### src/rtl/a429_tx_pkg.sv
package a429_tx_pkg;

    localparam int WORD_W        = 32;
    localparam int HALF_W        = 16;
    localparam int CTRL_PAR_BIT  = 4;
    localparam int CTRL_RATE_BIT = 7;

    typedef enum logic [1:0] {
        ST_IDLE = 2'd0,
        ST_SEND = 2'd1,
        ST_GAP  = 2'd2
    } tx_state_t;

    // Replace the top bit with odd parity over the lower bits when asked.
    function automatic logic [WORD_W-1:0] with_parity(input logic [WORD_W-1:0] w,
                                                      input logic             ins);
        return ins ? {~^w[WORD_W-2:0], w[WORD_W-2:0]} : w;
    endfunction

endpackage

### src/rtl/a429_tx_host.sv
module a429_tx_host
    import a429_tx_pkg::*;
(
    input  logic              clk,
    input  logic              rst_n,
    input  logic [HALF_W-1:0] bus_in,
    input  logic              ld_ctrl_n,
    input  logic              ld_lo_n,
    input  logic              ld_hi_n,
    input  logic              xmit_en,
    output logic              par_en,
    output logic              lo_rate,
    output logic              push,
    output logic [WORD_W-1:0] push_word,
    output logic              en_fall
);

    logic              ctrl_prev_q, lo_prev_q, hi_prev_q, en_q;
    logic [HALF_W-1:0] lo_half_q;
    logic              ctrl_fall, lo_fall, hi_fall;

    always_ff @(posedge clk or negedge rst_n) begin
        if (!rst_n) begin
            ctrl_prev_q <= 1'b1;
            lo_prev_q   <= 1'b1;
            hi_prev_q   <= 1'b1;
            en_q        <= 1'b0;
        end else begin
            ctrl_prev_q <= ld_ctrl_n;
            lo_prev_q   <= ld_lo_n;
            hi_prev_q   <= ld_hi_n;
            en_q        <= xmit_en;
        end
    end

    assign ctrl_fall = ctrl_prev_q & ~ld_ctrl_n;
    assign lo_fall   = lo_prev_q & ~ld_lo_n;
    assign hi_fall   = hi_prev_q & ~ld_hi_n;
    assign en_fall   = en_q & ~xmit_en;

    // Control bits survive master reset, so this register has none.
    always_ff @(posedge clk) begin
        if (ctrl_fall) begin
            par_en  <= bus_in[CTRL_PAR_BIT];
            lo_rate <= bus_in[CTRL_RATE_BIT];
        end
        if (lo_fall && !xmit_en) begin
            lo_half_q <= bus_in;
        end
    end

    assign push      = hi_fall & ~xmit_en;
    assign push_word = {bus_in, lo_half_q};

endmodule

### src/rtl/a429_tx_fifo.sv
module a429_tx_fifo #(
    parameter int WIDTH = 32,
    parameter int DEPTH = 8
) (
    input  logic             clk,
    input  logic             rst_n,
    input  logic             clr,
    input  logic             push,
    input  logic [WIDTH-1:0] din,
    input  logic             pop,
    output logic [WIDTH-1:0] dout,
    output logic             empty,
    output logic             full
);

    localparam int AW = (DEPTH > 1) ? $clog2(DEPTH) : 1;
    localparam int CW = AW + 1;

    logic [WIDTH-1:0] mem [DEPTH];
    logic [AW-1:0]    wr_q, rd_q;
    logic [CW-1:0]    cnt_q;
    logic             do_push, do_pop;

    assign empty   = (cnt_q == '0);
    assign full    = (cnt_q == CW'(DEPTH));
    assign do_push = push & ~full & ~clr;
    assign do_pop  = pop & ~empty & ~clr;
    assign dout    = mem[rd_q];

    function automatic logic [AW-1:0] step(input logic [AW-1:0] p);
        return (p == AW'(DEPTH - 1)) ? '0 : p + 1'b1;
    endfunction

    always_ff @(posedge clk or negedge rst_n) begin
        if (!rst_n) begin
            wr_q  <= '0;
            rd_q  <= '0;
            cnt_q <= '0;
        end else if (clr) begin
            wr_q  <= '0;
            rd_q  <= '0;
            cnt_q <= '0;
        end else begin
            if (do_push) wr_q <= step(wr_q);
            if (do_pop)  rd_q <= step(rd_q);
            cnt_q <= cnt_q + CW'(do_push) - CW'(do_pop);
        end
    end

    always_ff @(posedge clk) begin
        if (do_push) mem[wr_q] <= din;
    end

endmodule

### src/rtl/a429_tx_baud.sv
module a429_tx_baud #(
    parameter int HI_DIV = 10,
    parameter int LO_DIV = 80
) (
    input  logic clk,
    input  logic rst_n,
    input  logic lo_rate,
    output logic bit_end,
    output logic first_half
);

    localparam int MAXDIV = (LO_DIV > HI_DIV) ? LO_DIV : HI_DIV;
    localparam int PW     = $clog2(MAXDIV);

    logic [PW-1:0] ph_q;
    logic [PW-1:0] last_ph, half_ph;

    assign last_ph    = lo_rate ? PW'(LO_DIV - 1) : PW'(HI_DIV - 1);
    assign half_ph    = lo_rate ? PW'(LO_DIV / 2) : PW'(HI_DIV / 2);
    assign bit_end    = (ph_q >= last_ph);
    assign first_half = (ph_q < half_ph);

    always_ff @(posedge clk or negedge rst_n) begin
        if (!rst_n)       ph_q <= '0;
        else if (bit_end) ph_q <= '0;
        else              ph_q <= ph_q + 1'b1;
    end

endmodule

### src/rtl/a429_tx.sv
module a429_tx
    import a429_tx_pkg::*;
#(
    parameter int FIFO_DEPTH = 8,
    parameter int HI_DIV     = 10,
    parameter int LO_DIV     = 80,
    parameter int GAP_BITS   = 4
) (
    input  logic              clk,
    input  logic              rst_n,
    input  logic [HALF_W-1:0] bus_in,
    input  logic              ld_ctrl_n,
    input  logic              ld_lo_n,
    input  logic              ld_hi_n,
    input  logic              xmit_en,
    input  logic              par_force,
    output logic              rz_one,
    output logic              rz_zero,
    output logic              bit_clk,
    output logic              tx_ready
);

    localparam int BW = $clog2(WORD_W);
    localparam int GW = $clog2(GAP_BITS + 1);

    logic              par_en, lo_rate, push, en_fall;
    logic [WORD_W-1:0] push_word, fifo_dout;
    logic              fifo_empty, fifo_full, pop;
    logic              bit_end, first_half;

    tx_state_t         state_q, state_d;
    logic [WORD_W-1:0] shreg_q, shreg_d;
    logic [BW-1:0]     bcnt_q, bcnt_d;
    logic [GW-1:0]     gcnt_q, gcnt_d;
    logic              gap_last, can_start;

    a429_tx_host i_host (
        .clk       (clk),
        .rst_n     (rst_n),
        .bus_in    (bus_in),
        .ld_ctrl_n (ld_ctrl_n),
        .ld_lo_n   (ld_lo_n),
        .ld_hi_n   (ld_hi_n),
        .xmit_en   (xmit_en),
        .par_en    (par_en),
        .lo_rate   (lo_rate),
        .push      (push),
        .push_word (push_word),
        .en_fall   (en_fall)
    );

    a429_tx_fifo #(.WIDTH(WORD_W), .DEPTH(FIFO_DEPTH)) i_fifo (
        .clk   (clk),
        .rst_n (rst_n),
        .clr   (en_fall),
        .push  (push),
        .din   (push_word),
        .pop   (pop),
        .dout  (fifo_dout),
        .empty (fifo_empty),
        .full  (fifo_full)
    );

    a429_tx_baud #(.HI_DIV(HI_DIV), .LO_DIV(LO_DIV)) i_baud (
        .clk        (clk),
        .rst_n      (rst_n),
        .lo_rate    (lo_rate),
        .bit_end    (bit_end),
        .first_half (first_half)
    );

    assign gap_last  = (gcnt_q == GW'(GAP_BITS - 1));
    assign can_start = bit_end & xmit_en & ~fifo_empty;
    assign pop       = can_start & ((state_q == ST_IDLE) ||
                                    ((state_q == ST_GAP) && gap_last));

    // Next-state logic
    always_comb begin
        state_d = state_q;
        shreg_d = shreg_q;
        bcnt_d  = bcnt_q;
        gcnt_d  = gcnt_q;
        unique case (state_q)
            ST_IDLE: begin
                if (pop) begin
                    state_d = ST_SEND;
                    shreg_d = with_parity(fifo_dout, par_en | par_force);
                    bcnt_d  = '0;
                end
            end
            ST_SEND: begin
                if (en_fall) begin
                    state_d = ST_GAP;
                    gcnt_d  = '0;
                end else if (bit_end) begin
                    if (bcnt_q == BW'(WORD_W - 1)) begin
                        state_d = ST_GAP;
                        gcnt_d  = '0;
                    end else begin
                        shreg_d = shreg_q >> 1;
                        bcnt_d  = bcnt_q + 1'b1;
                    end
                end
            end
            ST_GAP: begin
                if (bit_end) begin
                    if (!gap_last) begin
                        gcnt_d = gcnt_q + 1'b1;
                    end else if (pop) begin
                        state_d = ST_SEND;
                        shreg_d = with_parity(fifo_dout, par_en | par_force);
                        bcnt_d  = '0;
                    end else begin
                        state_d = ST_IDLE;
                    end
                end
            end
            default: state_d = ST_IDLE;
        endcase
    end

    // State register
    always_ff @(posedge clk or negedge rst_n) begin
        if (!rst_n) begin
            state_q <= ST_IDLE;
            shreg_q <= '0;
            bcnt_q  <= '0;
            gcnt_q  <= '0;
        end else begin
            state_q <= state_d;
            shreg_q <= shreg_d;
            bcnt_q  <= bcnt_d;
            gcnt_q  <= gcnt_d;
        end
    end

    // Outputs
    always_comb begin
        rz_one   = 1'b0;
        rz_zero  = 1'b0;
        bit_clk  = first_half;
        tx_ready = fifo_empty;
        if (state_q == ST_SEND && first_half) begin
            rz_one  = shreg_q[0];
            rz_zero = ~shreg_q[0];
        end
    end

endmodule

### config.mk
export PLATFORM = sky130hd
export DESIGN_NAME = a429_tx
export DESIGN_NICKNAME = d
export VERILOG_FILES = /design/src/rtl/a429_tx_pkg.sv /design/src/rtl/a429_tx_host.sv /design/src/rtl/a429_tx_fifo.sv /design/src/rtl/a429_tx_baud.sv /design/src/rtl/a429_tx.sv
export SDC_FILE = /design/constraint.sdc
export NUM_CORES = 1
export LEC_CHECK = 0
export BUFFER_PORTS_ARGS = -buffer_cell sky130_fd_sc_hd__buf_2
export CORE_UTILIZATION = 30
export CTS_CLUSTER_DIAMETER = 150
export DETAILED_ROUTE_END_ITERATION = 8
export PLACE_DENSITY = 0.53
export SLEW_MARGIN = 15
export SYNTH_ARGS = -nofsm -noshare
export SYNTH_HDL_FRONTEND = slang
export SYNTH_HIERARCHICAL = 1
export SYNTH_SLANG_ARGS = --single-unit
export TNS_END_PERCENT = 50
### constraint.sdc
create_clock -name clk -period 13.6 [get_ports clk]
set_clock_uncertainty 0.2 [all_clocks]
set_input_delay 4.08 -clock clk [delete_from_list [all_inputs] [get_ports clk]]
set_output_delay 4.08 -clock clk [all_outputs]
set_load 0.005 [all_outputs]
==> results.ini <==
[synth]
ys_ff_latch = 337
synth-seq-area-share_pct = 70.32
synth_area_leader_cell = edfxtp_1
syn_nets = 840
yosysWarnings = 6
synth-xor-area-share_pct = 2.395
synth_area_um2 = 13950
synthAdderAreaFrac_pct = 2.027
synth-edff-count = 274
netlist.area_leader.share_pct = 58.99
synth_cell_types = 50
synth.mux.area_fraction_pct = 13.51
avgSynthCellArea_um2 = 17.54
yosys-top-cells-area = edfxtp_1 (59%), dfrtp_1 (11%), mux4_2 (7.3%)
yosys.area_share.simple_pct = 5.948
synth_ff_type = edfxtp_1
synth_compound_area_share_pct = 2.844
synth_top_family_by_area = multiplexers
synthCells = 795
async_reset_ff_share_pct = 18.69

[global_route]
grtUsageMet2_pct = 18.33
use_met3_pct = 2.273
busiest_layer = met2
grt_use_met1_pct = 17.29
grt_pass1_wl_um = 42850
overflow = 0
first_global_vias = 7001
antenna_found_initial = 1
grt_usage_pct = 11.93
grt_max_degree = 65

[drt]
route.vias.total = 6808
wl_um = 27490
firstDrtPassIters = 5
avgViaCountPerCell = 4.682
wire_per_inst_um = 18.90
drt_iter0_drc = 558
post-route-drc-count = 0
antenna_left = 0

[finish]
fin_util_pct = 34.85
drive_above_1_share_pct = 23.30
area_delta_synth_final_pct = 13.87
final_area_um2 = 15880
final_cell_mix = edfxtp_1 (274), nand2_1 (76), dfrtp_1 (57)
nets = 872
final_common_cell = edfxtp_1
fillers = 4279
antenna_cells = 0

[clocking]
cts.path.max_buffers = 3
clock-sinks = 337
h-tree-depth = 2
numCtsBuffers = 37
cts_root_buf = clkbuf_16
cts_hold_buf = 0
clkTransAtPathRegs_ns = 0.06
post-cts-setup-buffer-count = 0
cts_resized = 0
cts_tree = built
clock_latency_ns = 0.53

[worst_setup_path]
critical_path_cell_count = 6
r2r_start = i_host/lo_rate$_DFFE_PP_
critPathArrivalTime_ns = 6.37
crit-reg2reg-capture = i_fifo/cnt_q[1]$_DFF_PN0_
max_stage_delay_ns = 0.76
worst_ep_required_time_ns = 13.56
critical_path_class = in -> reg
endpoint = i_fifo/mem[0][30]$_DFFE_PP_
crit_path_start_kind = input pin
critPathSlowestCell = or4_1
critPathCaptureType = register
cp.buffers_inverters = 3
crit_family = simple AND/OR/NAND/NOR gates
startpoint = xmit_en
r2r_setup_slack_ns = 9.42
reg2regPathDepth = 14
path_cells = buf_2 > nor3b_1 > inv_1 > or4_1 > nor3_2 > buf_4
crit_fanout = 32

[timing]
drv_slew = 0
final.setup.tns_ns = 0
post-route-min-period_ns = 6.414
period_share_pct = 47.16
relSlewSlack_pct = 24.77
fmax_mhz = 155.9
hold_viol_final = 0
tightest_slew_ns = 1.128
rsz0062_at_grt = false
finalSetupViolations = 0

[pwr]
leakage_nw = 5.366
power.density_nw_per_um2 = 185.4
ir_drop_mv = 0.1003

[floorplan]
dieArea_um2 = 47360
core_area_um2 = 45580
die_h_um = 217.6
die_x_um = 217.6
ios = 27
start_util_pct = 30.60
num_rows = 78

[job]
drv_cap = 0

[worst_hold_path]
hp-class = reg -> reg

[placement]
dpl-instance-area_um2 = 14660
io_buffers = 26
hpwl_um = 15440
place.gp.congestion = 0.7084

[outcome]
status = completed

layer usage:
| layer | vias up | part of all wire (%) | wire length (µm) |
|---|---|---|---|
| met4 | 2 | 1.8 | 485 |
| met2 | 108 | 46 | 12530 |
| met5 | - | 0.047 | 13 |
| met3 | 49 | 3.6 | 998 |
| met1 | 3521 | 49 | 13460 |
| li1 | 3128 | - | - |
stage by stage:
stage	std cells	setup slack, ns	power, W	hold WS [ns]
after detailed placement	1388	6.688	0.001977	0.2702
after floorplan	795	5.580	0.001824	0.2453
after global routing	1454	7.069	0.003094	0.3150
after CTS	1454	7.194	0.002987	0.2822
after global placement	1388	6.747	0.001971	0.2591
final	1454	7.186	0.002944	0.2760
registers in the layout, indices dropped and copies added (netlist names), 4 cells and up:
register / cells
i_fifo/mem: 256
shreg_q: 32
i_host/lo_half_q: 16
i_baud/ph_q: 7
bcnt_q: 5
i_fifo/cnt_q: 4
synthesized netlist by cell type, types with 4 or more instances:
cell	number
a21oi_1	10
a31oi_1	33
buf_1	4
buf_12	4
buf_2	7
buf_4	17
buf_6	5
clkbuf_1	13
dfrtp_1	60
edfxtp_1	274
ha_1	21
inv_1	12
mux2_2	33
mux4_1	19
mux4_2	45
nand2_1	76
nand2b_1	8
nand3_1	13
nor2_1	53
nor2b_1	7
nor3_1	5
o21ai_0	11
xnor2_1	21
xnor3_1	4
xor2_1	5
power by group:
part | internal [W] | switching, W | leakage [nW] | total (W)
clock network | 0.000606 | 0.000396 | 0.591 | 0.00100
registers | 0.00120 | 0.0000641 | 3.22 | 0.00126
logic | 0.000335 | 0.000343 | 1.55 | 0.000678
total | 0.00214 | 0.000803 | 5.37 | 0.00294
worst min-delay path by stage:
| stage | startpoint | end | slack, ns | cells past startpoint |
|---|---|---|---|---|
| final | bcnt_q[4]$_DFFE_PN0P_ | bcnt_q[4]$_DFFE_PN0P_ | 0.28 | 2 |
| after global routing | bcnt_q[4]$_DFFE_PN0P_ | bcnt_q[4]$_DFFE_PN0P_ | 0.32 | 2 |
| after CTS | gcnt_q[2]$_DFFE_PN0P_ | gcnt_q[2]$_DFFE_PN0P_ | 0.28 | 2 |
| after detailed placement | gcnt_q[2]$_DFFE_PN0P_ | gcnt_q[2]$_DFFE_PN0P_ | 0.27 | 2 |
| after global placement | bcnt_q[4]$_DFFE_PN0P_ | bcnt_q[4]$_DFFE_PN0P_ | 0.26 | 2 |
| after floorplan | bcnt_q[4]$_DFFE_PN0P_ | bcnt_q[4]$_DFFE_PN0P_ | 0.25 | 2 |
layout make-up:
type	instances	area [µm²]	area share [%]
Timing Repair Buffer	43	257.7	1.623
Tap cell	600	750.7	4.727
Inverter	13	48.80	0.3073
Clock buffer	47	1016	6.397
Multi-Input combinational cell	395	3790	23.86
Sequential cell	337	9814	61.80
Clock inverter	19	203.9	1.284
worst min-delay path: stages, from the launching register on:
cell and delay, ns:
dfrtp_1 0.34, nand2_1 0.05, nand2_1 0.05
logic make-up (layout without fill, tap and decap cells):
| family | Yosys count | in the layout |
|---|---|---|
| flops | 337 | 337 |
| simple gates | 181 | 181 |
| mux | 97 | 97 |
| compound gates | 64 | 64 |
| buf+inv | 63 | 122 |
| xor+xnor | 31 | 31 |
| fa+ha+maj | 22 | 22 |
(Power assumes the default switching activity.)
